## src/rtl/ethrx_pkg.sv

```systemverilog
package ethrx_pkg;
  typedef struct packed {
    logic first;   // byte opens a new frame
    logic take;    // byte enters datapath (not an own echo)
    logic commit;  // frame ends and is kept
    logic rewind;  // frame ends and is dropped
  } rxStrb_t;
endpackage

```

## src/rtl/ethrx_ctrl.sv

```systemverilog
module ethrx_ctrl
  import ethrx_pkg::*;
#(
  parameter int ADDR_BYTES = 6
) (
  input  logic                    clk,
  input  logic                    rstN,
  input  logic                    rxDv,
  input  logic [7:0]              rxData,
  input  logic                    rxLast,
  input  logic                    crcOk,
  input  logic                    txActive,
  input  logic                    fullDup,
  input  logic                    ownDiscard,
  input  logic                    relaxAddr,
  input  logic [8*ADDR_BYTES-1:0] stationAddr,
  output rxStrb_t                 strb
);
  localparam int IDX_W = $clog2(ADDR_BYTES + 1);

  logic             inFrame, addrOk, ownFrame;
  logic [IDX_W-1:0] byteIdx, idx;
  logic             first, ownNow, byteOk, okNow, goodEnd;
  logic [7:0]       refByte;
  int               sel;

  always_comb begin
    first  = rxDv && !inFrame;
    idx    = first ? '0 : byteIdx;
    ownNow = first ? (!fullDup && ownDiscard && txActive) : ownFrame;
    sel    = ADDR_BYTES - 1 - int'(idx);
    if (sel < 0) sel = 0;
    refByte = stationAddr[8*sel +: 8];
    if (relaxAddr && idx == IDX_W'(ADDR_BYTES - 1))
      byteOk = (rxData[7:4] == refByte[7:4]);
    else
      byteOk = (rxData == refByte);
    okNow   = (first || addrOk) && (idx >= IDX_W'(ADDR_BYTES) || byteOk);
    goodEnd = okNow && (idx >= IDX_W'(ADDR_BYTES - 1)) && crcOk && !ownNow;
    strb.first  = first;
    strb.take   = rxDv && !ownNow;
    strb.commit = rxDv && rxLast && goodEnd;
    strb.rewind = rxDv && rxLast && !goodEnd;
  end

  always_ff @(posedge clk) begin
    if (!rstN) begin
      inFrame  <= 1'b0;
      byteIdx  <= '0;
      addrOk   <= 1'b0;
      ownFrame <= 1'b0;
    end else if (rxDv) begin
      inFrame  <= !rxLast;
      byteIdx  <= (idx < IDX_W'(ADDR_BYTES)) ? idx + 1'b1 : idx;
      addrOk   <= okNow;
      ownFrame <= ownNow;
    end
  end
endmodule

```

## src/rtl/ethrx_dp.sv

```systemverilog
module ethrx_dp
  import ethrx_pkg::*;
#(
  parameter int PTR_W     = 6,
  parameter int FCS_BYTES = 4
) (
  input  logic             clk,
  input  logic             rstN,
  input  rxStrb_t          strb,
  input  logic [7:0]       rxData,
  input  logic             keepFcs,
  input  logic             intDis,
  output logic             wrEn,
  output logic [PTR_W-1:0] wrAddr,
  output logic [7:0]       wrData,
  output logic [PTR_W-1:0] commitPtr,
  output logic             frmRdy,
  output logic             rxIrq
);
  localparam int FILL_W = $clog2(FCS_BYTES + 1);

  logic [7:0]       pipe [FCS_BYTES];
  logic [FILL_W-1:0] fill, fillEff;
  logic [PTR_W-1:0] ptr, basePtr, stagePtr, ptrNext;
  logic             stage, wen;

  always_comb begin
    fillEff = strb.first ? '0 : fill;
    wen     = strb.take && (keepFcs || fillEff == FILL_W'(FCS_BYTES));
    ptrNext = ptr + PTR_W'(wen);
  end

  always_ff @(posedge clk) begin
    if (strb.take) pipe[0] <= rxData;
  end

  for (genvar g = 1; g < FCS_BYTES; g++) begin : g_hold
    always_ff @(posedge clk) begin
      if (strb.take) pipe[g] <= pipe[g-1];
    end
  end

  always_ff @(posedge clk) begin
    if (!rstN) begin
      fill      <= '0;
      ptr       <= '0;
      basePtr   <= '0;
      stagePtr  <= '0;
      stage     <= 1'b0;
      wrEn      <= 1'b0;
      wrAddr    <= '0;
      wrData    <= '0;
      commitPtr <= '0;
      frmRdy    <= 1'b0;
      rxIrq     <= 1'b0;
    end else begin
      if (strb.take)
        fill <= (fillEff == FILL_W'(FCS_BYTES)) ? fillEff : fillEff + 1'b1;
      wrEn   <= wen;
      wrAddr <= ptr;
      wrData <= keepFcs ? rxData : pipe[FCS_BYTES-1];
      if (strb.commit) begin
        ptr      <= ptrNext;
        basePtr  <= ptrNext;
        stagePtr <= ptrNext;
      end else if (strb.rewind) begin
        ptr <= basePtr;
      end else begin
        ptr <= ptrNext;
      end
      stage  <= strb.commit;
      frmRdy <= stage;
      rxIrq  <= stage && !intDis;
      if (stage) commitPtr <= stagePtr;
    end
  end
endmodule

```

## src/rtl/eth_rx_gate.sv

```systemverilog
module eth_rx_gate
  import ethrx_pkg::*;
#(
  parameter int PTR_W      = 6,
  parameter int ADDR_BYTES = 6,
  parameter int FCS_BYTES  = 4
) (
  input  logic                    clk,
  input  logic                    rstN,
  input  logic                    rxDv,
  input  logic [7:0]              rxData,
  input  logic                    rxLast,
  input  logic                    crcOk,
  input  logic                    txActive,
  input  logic                    dupPin,
  input  logic                    dupReg,
  input  logic                    ownDiscard,
  input  logic                    relaxAddr,
  input  logic                    keepFcs,
  input  logic                    intDis,
  input  logic [8*ADDR_BYTES-1:0] stationAddr,
  output logic                    fullDup,
  output logic                    wrEn,
  output logic [PTR_W-1:0]        wrAddr,
  output logic [7:0]              wrData,
  output logic [PTR_W-1:0]        commitPtr,
  output logic                    frmRdy,
  output logic                    rxIrq
);
  rxStrb_t strb;

  assign fullDup = dupPin | dupReg;

  ethrx_ctrl #(.ADDR_BYTES(ADDR_BYTES)) u_ctrl (
    .clk(clk), .rstN(rstN), .rxDv(rxDv), .rxData(rxData), .rxLast(rxLast),
    .crcOk(crcOk), .txActive(txActive), .fullDup(fullDup),
    .ownDiscard(ownDiscard), .relaxAddr(relaxAddr),
    .stationAddr(stationAddr), .strb(strb)
  );

  ethrx_dp #(.PTR_W(PTR_W), .FCS_BYTES(FCS_BYTES)) u_dp (
    .clk(clk), .rstN(rstN), .strb(strb), .rxData(rxData),
    .keepFcs(keepFcs), .intDis(intDis), .wrEn(wrEn), .wrAddr(wrAddr),
    .wrData(wrData), .commitPtr(commitPtr), .frmRdy(frmRdy), .rxIrq(rxIrq)
  );
endmodule

```

## config.mk

```make
export PLATFORM = sky130hd
export DESIGN_NAME = eth_rx_gate
export DESIGN_NICKNAME = d
export VERILOG_FILES = /design/src/rtl/ethrx_pkg.sv /design/src/rtl/ethrx_ctrl.sv /design/src/rtl/ethrx_dp.sv /design/src/rtl/eth_rx_gate.sv
export SDC_FILE = /design/constraint.sdc
export NUM_CORES = 1
export LEC_CHECK = 0
export ABC_AREA = 1
export CORE_UTILIZATION = 57
export CTS_CLUSTER_DIAMETER = 100
export DETAILED_ROUTE_END_ITERATION = 10
export DONT_BUFFER_PORTS = 1
export HOLD_SLACK_MARGIN = 0.05
export PLACE_DENSITY = 0.81
export SYNTH_ARGS = -nofsm -noshare
export SYNTH_HDL_FRONTEND = slang
export SYNTH_SLANG_ARGS = --single-unit
```

## constraint.sdc

```tcl
create_clock -name clk -period 3.5 [get_ports clk]
set_input_delay 0.525 -clock clk [delete_from_list [all_inputs] [get_ports clk]]
set_output_delay 0.525 -clock clk [all_outputs]
set_load 0.02 [all_outputs]
```

## Word level (Yosys, flattened, before mapping)

Memory sizes are Yosys's and may differ from the RTL's.
Index checks and enable logic that the tools add are counted.

- Word-level logic and storage cells: 64
- Memories kept: 1
- Register bits: 45
- RAM bits: 32
- Input port bits: 68

- Reductions and logical operators: 23
- Muxes and demuxes: 12
- $add $sub $neg: 4
- Magnitude comparators: 4
- Bitwise gates (word level): 1
- Shift operators: 1
- Equal/unequal tests: 4

Memory list:

| name | depth | bits a word | rd ports | clocked after Yosys merged registers in | write ports | line | RTL |
|---|---|---|---|---|---|---|---|
| u_dp.pipe | 4 | 8 | 4 | 0 | 4 | ethrx_dp.sv:22 | `logic [7:0] pipe [FCS_BYTES];` |

Operators by type and width:

| kind | count |
|---|---|
| indexed part select 48 x 32 -> 8 bit | 1 |
| two-way mux 29 bit | 1 |
| logical AND 1 bit | 14 |
| two-way mux 3 bit | 4 |
| two-way mux 6 bit | 2 |
| equality test 8 bit | 1 |
| two-way mux 8 bit | 1 |
| adder 3 x 1 -> 3 bit (second input constant) | 2 |
| adder 6 x 1 -> 6 bit | 1 |
| equality test 3 bit (second input constant) | 2 |
| >= comparator 3 bit (second input constant) | 2 |
| logical NOT 1 bit | 6 |
| equality test 4 bit | 1 |
| < comparator 4 x 1 -> 1 bit (second input constant) | 1 |
| two-way mux 1 bit | 4 |
| subtractor 3 x 3 -> 4 bit (first input constant) | 1 |
| logical OR 1 bit | 3 |
| < comparator 3 bit (second input constant) | 1 |
| bitwise OR 1 bit | 1 |

## Longest topological paths before layout

Gate-level depths: netlist of the first run.

- Depth after elaboration: 18
- Depth in mapped cells: 25

## Cells and area by module

From an unflattened synthesis of the first run, not the netlist that was laid out.

- Cells, all modules: 428
- Area, all modules: 3482.1 um^2

Modules (own cells, without submodules):

| module | area an instance (um^2) | instances | cells an instance |
|---|---|---|---|
| ethrx_dp | 2464.9 | 1 | 225 |
| ethrx_ctrl | 1006.0 | 1 | 200 |
| eth_rx_gate | 11.3 | 1 | 3 |

## Least setup slack after synthesis of the first run

No wires, ideal clock.

- Path type: input-to-reg
- From: input rxDv
- To: register u_dp.stagePtr[5]
- Required time: 3390 ps
- Cell stages on the path: 14
- Path buffers: 0
- Slack: -286 ps
- Arrival: 3676 ps
- Path through: inv_4 > nor2_8 > nand4_1 > o21ai_0 > nor2_1 > inv_1 > a21oi_1 > ha_1 > nand3_1 > nand3b_1 > xor2_1 > nand4_1 > nand2_1 > nor2_1

RTL lines:

| what | line | RTL |
|---|---|---|
| start, declared | eth_rx_gate.sv:10 | `input logic rxDv,` |
| end signal, assigned | ethrx_dp.sv:65 | `stagePtr <= ptrNext;` |
| end, declared | ethrx_dp.sv:24 | `logic [PTR_W-1:0] ptr, basePtr, stagePtr, ptrNext;` |

## Worst setup path in the final report of the first run

- From: register u_ctrl.inFrame
- To: register u_dp.ptr[3]

- Longest elaborated chain between the ends: 18
- Elaborated cells on any way between the ends: 33
- Classes of those cells: add/sub: 2; order compare: 3; eq/ne: 4; shift: 1; mux: 7; reduce/logical: 16

Ends and longest elaborated chain:

| what | line | RTL |
|---|---|---|
| start, declared | ethrx_ctrl.sv:21 | `logic inFrame, addrOk, ownFrame;` |
| start signal, assigned | ethrx_ctrl.sv:53 | `inFrame <= !rxLast;` |
| logical NOT 1 bit * | ethrx_ctrl.sv:28 | `first = rxDv && !inFrame;` |
| logical AND 1 bit * | ethrx_ctrl.sv:28 |  |
| two-way mux 3 bit | ethrx_ctrl.sv:29 | `idx = first ? '0 : byteIdx;` |
| subtractor 3 x 3 -> 4 bit | ethrx_ctrl.sv:31 | `sel = ADDR_BYTES - 1 - int'(idx);` |
| < comparator 4 x 1 -> 1 bit | ethrx_ctrl.sv:32 | `if (sel < 0) sel = 0;` |
| two-way mux 29 bit | ethrx_ctrl.sv:32 |  |
| indexed part select 48 x 32 -> 8 bit | ethrx_ctrl.sv:33 | `refByte = stationAddr[8*sel +: 8];` |
| equality test 8 bit or equality test 4 bit (tied branches) | ethrx_ctrl.sv:37, ethrx_ctrl.sv:35 |  |
| two-way mux 1 bit | ethrx_ctrl.sv:34 | `if (relaxAddr && idx == IDX_W'(ADDR_BYTES - 1))` |
| logical OR 1 bit | ethrx_ctrl.sv:38 | `okNow = (first \|\| addrOk) && (idx >= IDX_W'(ADDR_BYTES) \|\| byteOk);` |
| logical AND 1 bit | ethrx_ctrl.sv:38 |  |
| logical AND 1 bit (3 in a row) | ethrx_ctrl.sv:39 | `goodEnd = okNow && (idx >= IDX_W'(ADDR_BYTES - 1)) && crcOk && !ownNow;` |
| logical NOT 1 bit | ethrx_ctrl.sv:43 | `strb.rewind = rxDv && rxLast && !goodEnd;` |
| logical AND 1 bit | ethrx_ctrl.sv:43 |  |
| two-way mux 6 bit | ethrx_dp.sv:66 | `end else if (strb.rewind) begin` |
| two-way mux 6 bit * | ethrx_dp.sv:62 | `if (strb.commit) begin` |
| end signal, assigned | ethrx_dp.sv:63 | `ptr <= ptrNext;` |
| end signal, assigned | ethrx_dp.sv:67 | `ptr <= basePtr;` |
| end signal, assigned | ethrx_dp.sv:69 | `ptr <= ptrNext;` |
| end, declared | ethrx_dp.sv:24 |  |

Every way passes the cells marked *; elsewhere a longest branch is shown, timed or not.
A chain may end at the register's enable or synchronous reset.

==> out/metrics.yaml, run 1 <==
run_status:
  status: "finished clean"
setup_path:
  start_kind: "flop"
  cp_max_fo: 21
  arrival_ps: 3120
  required_ps: 3730
  worstSetupPathType: "flop to flop"
  cp-end-kind: "flop"
global_route:
  grt_pass1_vias: 2350
  grt_pass1_wl_mm: 10.5
  met3_usage_pct: 5.45
  use_met2_pct: 35.5
  track_usage_pct: 21.9
  antenna_found_initial: 0
  grt_max_degree: 38
  busiest_layer: "met2"
  gr-total-overflow: 0
  gr-usage-met1_pct: 27.6
die:
  start_util_pct: 59.0
  io_pins: 92
  dieArea_um2: 6440
  core_area_um2: 5920
  fp-row-count: 28
  die_x_um: 80.3
  die_h_um: 80.3
power:
  totalPowerFinal_mw: 1.86
  power_leakage_nw: 1.76
  ir_worst_vdd_mv: 0.270
  power_per_cell_area_nw_per_um2: 497
logic_synthesis:
  ys_ff_latch: 77
  ys_warn_count: 0
  yosysUniqueCellTypes: 32
  syn-num-nets: 489
  seq_area_frac_synth_pct: 53.3
  syn_avg_cell_area_um2: 8.41
  synthCells: 415
  syn_area_um2: 3490
detailed_routing:
  drt-wirelength-per-cell_um: 13.0
  drt_iter0_markers: 101
  wl_mm: 6.42
  dr.pass1.iters: 5
  vias_per_cell: 5.20
  vias: 2578
  drc: 0
  drt.antenna.violating_nets: 0
finish:
  diodes: 0
  area.growth.synth_to_final_pct: 7.49
  multi_input_area_um2: 1400
  final_core_util_pct: 63.4
  fin_area_um2: 3750
  nets: 490
  seq_area_um2: 1860
  n_fill_cell: 515
  drive_gt1_share_pct: 9.03
timing:
  maxSlewViolCount: 0
  rsz0062_at_grt: "false"
  min_period_ps: 2890
  fin_crit_sh_pct: 82.5
  slew_headroom_pct: 58.8
  fmax_mhz: 346
  hold_violations: 0
  tightest_slew_ps: 611
  tns_ps: 0
  finalSetupViolCount: 0
  fin_skew_ps: 5.95
  whs_ps: 256
placement:
  place_area_um2: 3550
  gp_congestion: 0.820
  hpwl_mm: 4.83
  io_buffers: 0
clock_tree:
  clock_latency_ps: 330
  cts_tree: "done"
  cts_root_buf: "clkbuf_8"
  cts_buffer_depth: 2
  clkTransAtPathRegs_ps: 70
  postCtsSetupRepairBufs: 0
  clock_sinks: 77
  cts_resized: 0
  cts_buffers: 9
  hold_buffers: 0
  cts_max_level: 3
run:
  maxCapViolations: 0
hold_path:
  hp-class: "primary input to flop"
## metrics by stage
stage,setup slack [ps],cells
global route,236,496
floorplan,319,415
finish,611,496
global placement,573,480
detailed placement,472,480
CTS,600,496
## routing by layer
metal | share of wire (%) | wire (µm)
met1 | 46 | 2940
met2 | 46 | 2980
met3 | 6.8 | 435
met4 | 1.1 | 68
met5 | 0 | 0
## power by group
| part | switching [mW] | internal [mW] | leakage, nW |
|---|---|---|---|
| registers | 0.0303 | 0.983 | 0.681 |
| clock network | 0.299 | 0.377 | 0.106 |
| logic | 0.111 | 0.0631 | 0.970 |
## cell usage after synthesis
cell,instances,share of area [%]
nand3_4,1,0.50
mux2i_1,3,0.86
inv_2,1,0.11
nand3b_1,5,1.1
ha_1,6,2.1
nor3_4,1,0.47
a21boi_0,1,0.22
a211oi_1,3,0.64
nand3_1,19,2.7
nor2_8,1,0.57
a31oi_1,1,0.18
inv_1,42,4.5
edfxtp_1,32,28
inv_4,2,0.36
dfxtp_1,45,26
o21ai_0,19,2.7
buf_1,1,0.11
a21oi_4,1,0.47
nand2_2,7,1.3
buf_2,5,0.72
nand2_4,3,0.97
clkbuf_1,5,0.54
xor2_1,2,0.50
nand2_1,123,13
nor2_1,53,5.7
nand4_1,5,0.90
xnor2_1,3,0.75
buf_4,1,0.22
o211ai_1,2,0.43
a21oi_1,17,2.4
nand3_2,4,1.1
a221oi_1,1,0.25
## cells by family (layout without fill, tap and decap cells)
logic type	Yosys count	count (layout)	synth area share (%)
adders and majority gates	6	6	2.15
xor gates and xnor gates	5	5	1.25
and+or+nand+nor	222	222	28.5
AOI/OAI and AO/OA	45	45	7.35
DFF	77	77	53.3
muxes	3	3	0.860
buffers and inverters	57	63	6.56
## critical path, cell delays in order (launching register included)
cell and delay (ps):
dfxtp_1 460, nor2_8 90, nor2_1 160, nand2_1 150, ha_1 220, inv_1 420
nor2_1 80, nor2_1 110, nand2_1 60, nand3_1 100, nand3_1 80, nand2_1 60
nand3_1 80, nor2_1 140, nand2_2 80, nand2_4 120, nand2_4 80, nand2_4 110
nand2_1 60, nand2_1 60, nor2_1 40
## cell usage in the layout (no fill, tap or decap), types with 2 or more instances in the layout
cell and instances:
xnor2_1 3, mux2i_1 3, a21oi_1 17, nand4_1 5, inv_1 42, nor2_1 52
dfxtp_1 45, nand2_1 123, clkbuf_1 2, xor2_1 2, nand2_2 7, o21ai_0 19
nand2_4 3, inv_4 2, edfxtp_1 32, buf_4 2, clkbuf_8 9, nand3_1 19
o211ai_1 2, nand3b_1 5, nand3_2 4, ha_1 6, a211oi_1 3
## worst paths after layout
| kind | slack [ps] | cells after the start | end | start |
|---|---|---|---|---|
| setup / recovery | 610 | 20 | u_dp.ptr[3] | u_ctrl.inFrame |
| hold / removal | 260 | 1 | u_dp.rxIrq | intDis |
| setup reg to reg | 610 | 20 | u_dp.ptr[3] | u_ctrl.inFrame |
| hold reg to reg | 420 | 0 | u_dp.pipe[2][4] | u_dp.pipe[1][4] |
## layout make-up
class	instances	area share (%)
clock buffers	13	4.30
clock inverters	3	1.17
inverters	45	4.63
multi-input cells	281	37.4
flip-flops and latches	77	49.6
well taps	75	2.50
repair buffers	2	0.400
## flip-flops by register name, summed over array words and instances (netlist names)
signal and count:
u_ctrl.addrOk 1, u_ctrl.byteIdx 3, u_ctrl.inFrame 1, u_ctrl.ownFrame 1, u_dp.commitPtr 6, u_dp.fill 3
u_dp.frmRdy 1, u_dp.pipe 32, u_dp.ptr 6, u_dp.rxIrq 1, u_dp.stage 1, u_dp.stagePtr 6
u_dp.wrAddr 6, u_dp.wrData 8, u_dp.wrEn 1
(Power assumes the default switching activity.)
==> run 2: changes to the inputs <==
==> constraint.sdc (replaced) <==
create_clock -name clk -period 2.6 [get_ports clk]
set_input_delay 0.39 -clock clk [delete_from_list [all_inputs] [get_ports clk]]
set_output_delay 0.39 -clock clk [all_outputs]
set_load 0.02 [all_outputs]
==> run 2 against run 1 <==
Total power increased by 40%. Via count increased by 2.2%. First-iteration DRC count increased by 84%. Core utilization increased by 2.4 points. Final cell count increased by 1.0%. Clock skew increased by 1.7 ps. Maximum frequency increased by 22%. Highest routed layer unchanged.
==> out/metrics.yaml, run 2 (same netlist as run 1, synthesis figures left out) <==
run_status:
  status: "finished clean"
detailed_routing:
  drt_iter0_markers: 186  # +84%
  vias_per_cell: 5.26  # +1.2%
  wl_mm: 6.74  # +4.9%
  drc: 0  # unchanged
  drt.antenna.violating_nets: 0  # unchanged
  drt-wirelength-per-cell_um: 13.4  # +3.8%
  vias: 2635  # +2.2%
  dr.pass1.iters: 5  # unchanged
timing:
  min_period_ps: 2370  # -518 ps
  tns_ps: 0  # unchanged
  fin_crit_sh_pct: 91.2  # +8.6 points
  fin_skew_ps: 7.65  # +1.71 ps
  finalSetupViolCount: 0  # unchanged
  slew_headroom_pct: 69.8  # +11 points
  setup_slack_ps: 229  # -382 ps
  tightest_slew_ps: 450  # -161 ps
  rsz0062_at_grt: "false"
  fmax_mhz: 422  # +22%
  maxSlewViolCount: 0  # unchanged
  hold_violations: 0  # unchanged
setup_path:
  cp-end-kind: "flop"
  worst_r2r_path_depth: 23  # +15%
  rrSetupSlack_ps: 230  # -380 ps
  start_kind: "flop"
  cp_max_fo: 10  # -52%
  required_ps: 2840  # -890 ps
  worstSetupPathType: "flop to flop"
  r2r-start: "u_ctrl.inFrame"
  worstReg2RegEnd: "u_dp.ptr[4]"
  arrival_ps: 2610  # -510 ps
placement:
  preCtsSetupSlack_ps: 9.15  # -463 ps
  gp_congestion: 0.823  # +0.39%
  hpwl_mm: 4.86  # +0.69%
  io_buffers: 0  # unchanged
finish:
  seq_area_um2: 1860  # +0.13%
  top_register: "u_dp.pipe"
  drive_gt1_share_pct: 12.9  # +3.9 points
  diodes: 0  # unchanged
  largest_reg_flops: 32  # unchanged
  area.growth.synth_to_final_pct: 11.5
  largest_registers: "u_dp.pipe: 32 flops, u_dp.wrData: 8 flops"
  final_common_cell: "nand2_1"
  layout_common_cells: "nand2_1, nor2_1, dfxtp_1, inv_1, edfxtp_1"
  multi_input_area_um2: 1440  # +2.8%
  nets: 495  # +1.0%
  n_fill_cell: 480  # -6.8%
power:
  power_frac_clock_pct: 37.7  # +1.4 points
  power_leakage_nw: 1.81  # +2.9%
  ir_worst_vdd_mv: 0.466  # +72%
  combinationalPowerShare_pct: 10.0  # +0.6 points
  power_per_cell_area_nw_per_um2: 670  # +35%
  switchingPower_mw: 0.624  # +42%
  cell_internal_pwr_mw: 1.99  # +40%
  p_seq_share_pct: 52.2  # -2.2 points
  sw_frac_of_total_pct: 23.9  # +0.25 points
  totalPowerFinal_mw: 2.61  # +40%
die:
  die_h_um: 80.3  # unchanged
  start_util_pct: 59.0  # unchanged
  dieArea_um2: 6440  # unchanged
  io_pins: 92  # unchanged
  fp-row-count: 28  # unchanged
  core_area_um2: 5920  # unchanged
  die_x_um: 80.3  # unchanged
hold_path:
  hp-class: "primary input to flop"
  worstHoldEndpoint: "u_dp.rxIrq"
  hold_path_startpoint: "intDis"
  whs_path_depth: 1  # unchanged
clock_tree:
  clkTransAtPathRegs_ps: 80  # about the same
  cts_tree: "done"
  cts_root_buf: "clkbuf_8"
  clock_sinks: 77  # unchanged
  clock_latency_ps: 340  # about the same
  cts_buffers: 9  # unchanged
  cts_max_level: 3  # unchanged
  cts_buffer_depth: 2  # unchanged
global_route:
  track_usage_pct: 22.5  # +0.50 points
  grt_max_degree: 38  # unchanged
  grt_pass1_wl_mm: 10.8  # +2.2%
  antenna_found_initial: 0  # unchanged
  grt_pass1_vias: 2448  # +4.2%
  gr-total-overflow: 0  # unchanged
run:
  maxCapViolations: 0  # unchanged
[run 2: changes by cell type in the layout (fill, tap and decap cells not counted), sizes merged]
cell,change
buf,+4
inv,+1
[run 2: stage by stage]
stage	area, µm²	hold slack [ps]	utilization (%)	std cells
after CTS	3820	100	64.6	500
after floorplan	3500	400	-	415
after detailed placement	3600	405	60.7	484
final	3890	107	65.8	501
after global placement	3600	400	60.7	484
after global routing	3890	93.9	65.8	501
[run 2: area by class of cell]
class / instances / area share (%)
well taps: 75 / 2.41
inverters: 45 / 4.53
clock buffers: 12 / 4.56
repair buffers: 7 / 2.31
multi-input cells: 281 / 37.0
flip-flops and latches: 77 / 47.9
clock inverters: 4 / 1.28
[run 2: power groups by stage]
stage	registers [mW]	logic [mW]	clock network [mW]
floorplan	1.38	0.206	0
global placement	1.39	0.236	0
detailed placement	1.39	0.245	0
CTS	1.36	0.246	1.00
global route	1.37	0.300	1.06
finish	1.36	0.262	0.985
[run 2: worst max-delay path, cell delays in order (launching register included)]
cell and delay (ps):
dfxtp_2 390, inv_2 60, nand2_2 100, nand2_1 110, ha_4 200, inv_4 70, clkbuf_16 150, nor2_1 40
nor2_1 90, nand2_1 60, nand3_1 80, nand2_1 60, nand2_1 50, nand2_1 40, inv_1 40, nand2_1 60
nor2_2 90, nand2_2 80, nand2_4 130, nand2_4 90, nand2_4 110, nand2_1 70, nand2_1 60, nor2_1 40
[run 2: repair_timing]
action	4_1_cts	5_1_grt
cloned	0	1
pin swaps	0	1
setup buffers	0	0
hold buffers	0	0
endpoints found under the setup margin	4	14
gates resized for setup	1	15
[run 2: layer usage]
metal	part of all wire (%)	vias up	track usage, %
li1	-	1345	-
met5	0	-	0
met1	45	1180	27.6
met4	2.1	0	10.9
met3	6.7	11	5.91
met2	47	99	36.5
[run 2: how the worst max path moves through the flow]
stage,start,endpoint
finish,u_ctrl.inFrame,u_dp.ptr[4]
global placement,rxDv,u_dp.ptr[5]
detailed placement,rxDv,u_dp.ptr[4]
global route,u_ctrl.byteIdx[1],u_dp.ptr[5]
floorplan,rxDv,u_dp.ptr[2]
CTS,u_ctrl.byteIdx[1],u_dp.ptr[4]
==> run 3: changes to the inputs <==
--- a/config.mk
+++ b/config.mk
@@ -10,6 +10,7 @@
 export CTS_CLUSTER_DIAMETER = 100
 export DETAILED_ROUTE_END_ITERATION = 10
 export DONT_BUFFER_PORTS = 1
+export GPL_TIMING_DRIVEN = 0
 export HOLD_SLACK_MARGIN = 0.05
 export PLACE_DENSITY = 0.81
 export SYNTH_ARGS = -nofsm -noshare
==> run 3 against run 2 <==
Routed wire length up 15%. Combinational power up 21%. Clock skew up 0.78 ps. Sequential share of layout area down 1.9 points. Critical path type unchanged. Largest power group unchanged.
==> out/metrics.yaml, run 3 (same netlist as run 1, synthesis figures left out) <==
run_status:
  status: "finished clean"
power:
  sw_frac_of_total_pct: 26.0  # +2.1 points
  p_seq_share_pct: 54.7  # +2.5 points
  ir_worst_vdd_mv: 0.418  # -10%
  combinationalPowerShare_pct: 12.7  # +2.7 points
  power_per_cell_area_nw_per_um2: 614  # -8.4%
  power_leakage_nw: 1.86  # +3.0%
  power_frac_clock_pct: 32.7  # -5.0 points
  switchingPower_mw: 0.648  # +3.7%
  cell_internal_pwr_mw: 1.85  # -7.0%
timing:
  fin_skew_ps: 8.44  # +0.784 ps
  hold_violations: 0  # unchanged
  min_period_ps: 2460  # +84.8 ps
  tightest_slew_ps: 844  # +394 ps
  fin_crit_sh_pct: 94.4  # +3.3 points
  maxSlewViolCount: 0  # unchanged
  finalSetupViolCount: 0  # unchanged
  fmax_mhz: 407  # -3.5%
  slew_headroom_pct: 43.7  # -26 points
clock_tree:
  hold_buffers: 0  # unchanged
  clock_latency_ps: 340  # about the same
  clock_sinks: 77  # unchanged
  cts_max_level: 3  # unchanged
  cts_buffers: 9  # unchanged
  cts_tree: "done"
  cts_root_buf: "clkbuf_8"
  cts_buffer_depth: 2  # unchanged
  clkTransAtPathRegs_ps: 80  # about the same
setup_path:
  cp-end-kind: "flop"
  cp_max_fo: 10  # unchanged
  arrival_ps: 2700  # +90 ps
  start_kind: "flop"
  required_ps: 2840  # about the same
  worstSetupPathType: "flop to flop"
detailed_routing:
  drt_iter0_markers: 167  # -10%
  drc: 0  # unchanged
  vias: 2805  # +6.5%
  wl_mm: 7.73  # +15%
  drt.antenna.violating_nets: 0  # unchanged
  vias_per_cell: 5.38  # +2.4%
  dr.pass1.iters: 4  # -1
  drt-wirelength-per-cell_um: 14.8  # +10%
die:
  core_area_um2: 5920  # unchanged
  die_h_um: 80.3  # unchanged
  dieArea_um2: 6440  # unchanged
  io_pins: 92  # unchanged
  die_x_um: 80.3  # unchanged
  fp-row-count: 28  # unchanged
  start_util_pct: 59.0  # unchanged
finish:
  seq_area_um2: 1870  # +0.13%
  area.growth.synth_to_final_pct: 16.3
  largest_reg_flops: 32  # unchanged
  top_register: "u_dp.pipe"
  layout_common_cells: "nand2_1, nor2_1, dfxtp_1, inv_1, edfxtp_1"
  nets: 515  # +4.0%
  final_core_util_pct: 68.6  # +2.8 points
  drive_gt1_share_pct: 17.3  # +4.4 points
  diodes: 0  # unchanged
  final_common_cell: "nand2_1"
  final_cells: 521  # +4.0%
  n_fill_cell: 459  # -4.4%
  multi_input_area_um2: 1530  # +5.8%
  largest_registers: "u_dp.pipe: 32 flops, u_dp.wrData: 8 flops"
global_route:
  grt_max_degree: 19  # -50%
  grt_pass1_vias: 2561  # +4.6%
  track_usage_pct: 24.4  # +2.0 points
  antenna_found_initial: 0  # unchanged
  gr-total-overflow: 0  # unchanged
  grt_pass1_wl_mm: 11.6  # +7.4%
placement:
  dp_cells: 490  # +1.2%
  hpwl_mm: 5.27  # +8.3%
  gp_congestion: 0.827  # +0.52%
  io_buffers: 0  # unchanged
run:
  maxCapViolations: 0  # unchanged
hold_path:
  hp-class: "primary input to flop"
[run 3: final cells by class]
cell class | count | share of cell area (%)
clock buffers | 10 | 3.67
well taps | 75 | 2.31
multi-input cells | 283 | 37.6
flip-flops and latches | 77 | 46.0
clock inverters | 6 | 0.893
repair buffers | 14 | 3.02
inverters | 45 | 4.41
plain buffers | 11 | 2.16
[run 3: worst max-delay path, stage by stage, from the launching register on]
cell	delay (ps)
dfxtp_4	370
nor2_8	150
nor2_4	60
nand2_4	100
ha_4	230
buf_12	160
mux2i_4	260
nand2_2	80
nand3_2	70
nand2_1	60
nor2_1	100
nand2_1	60
nand2_1	70
nand2_2	70
nand2_4	140
nand2_8	90
nand2_8	100
nand2_1	50
nand2_1	60
nor2_1	40
[run 3: path summary, 6_finish.rpt]
path	from	endpoint	slack, ps	cells after the start
max	u_ctrl.inFrame	u_dp.ptr[5]	140	19
min	intDis	u_dp.rxIrq	100	1
max reg2reg	u_ctrl.inFrame	u_dp.ptr[5]	140	19
min reg2reg	u_dp.pipe[2][2]	u_dp.pipe[3][2]	420	0
[run 3: metrics by stage]
step           hold slack [ps]  power [mW]  setup slack [ps]  setup TNS, ps  area, µm²
2_1_floorplan              400        1.59              60.3              0       3500
3_3_place_gp               401        1.63              -347          -3210       3590
3_5_place_dp               405        1.65              -458          -4700       3590
4_1_cts                   92.6        2.47              13.4              0       3880
5_1_grt                   88.4        2.60             -55.4           -366       4060
6_report                  99.7        2.50               145              0       4060
[run 3: layer usage]
layer  routed length (µm)  vias to the layer above  GRT usage [%]
met5                    0                        -              0
li1                     -                     1393              -
met3                  467                       20           7.05
met1                 3220                     1288           29.0
met4                  196                        0           11.6
met2                 3840                      104           40.7
[run 3: timing repair]
item	in CTS	in global routing
setup buffers	7	5
endpoints found under the setup margin	14	14
pin swaps	5	13
cloned	1	3
resized for setup	16	25
[run 3: power by group through the flow]
stage | registers (mW) | clock network, mW | logic (mW)
after global placement | 1.39 | 0 | 0.244
after CTS | 1.36 | 0.829 | 0.276
after global routing | 1.37 | 0.876 | 0.352
after floorplan | 1.38 | 0 | 0.206
final | 1.36 | 0.816 | 0.316
after detailed placement | 1.39 | 0 | 0.255
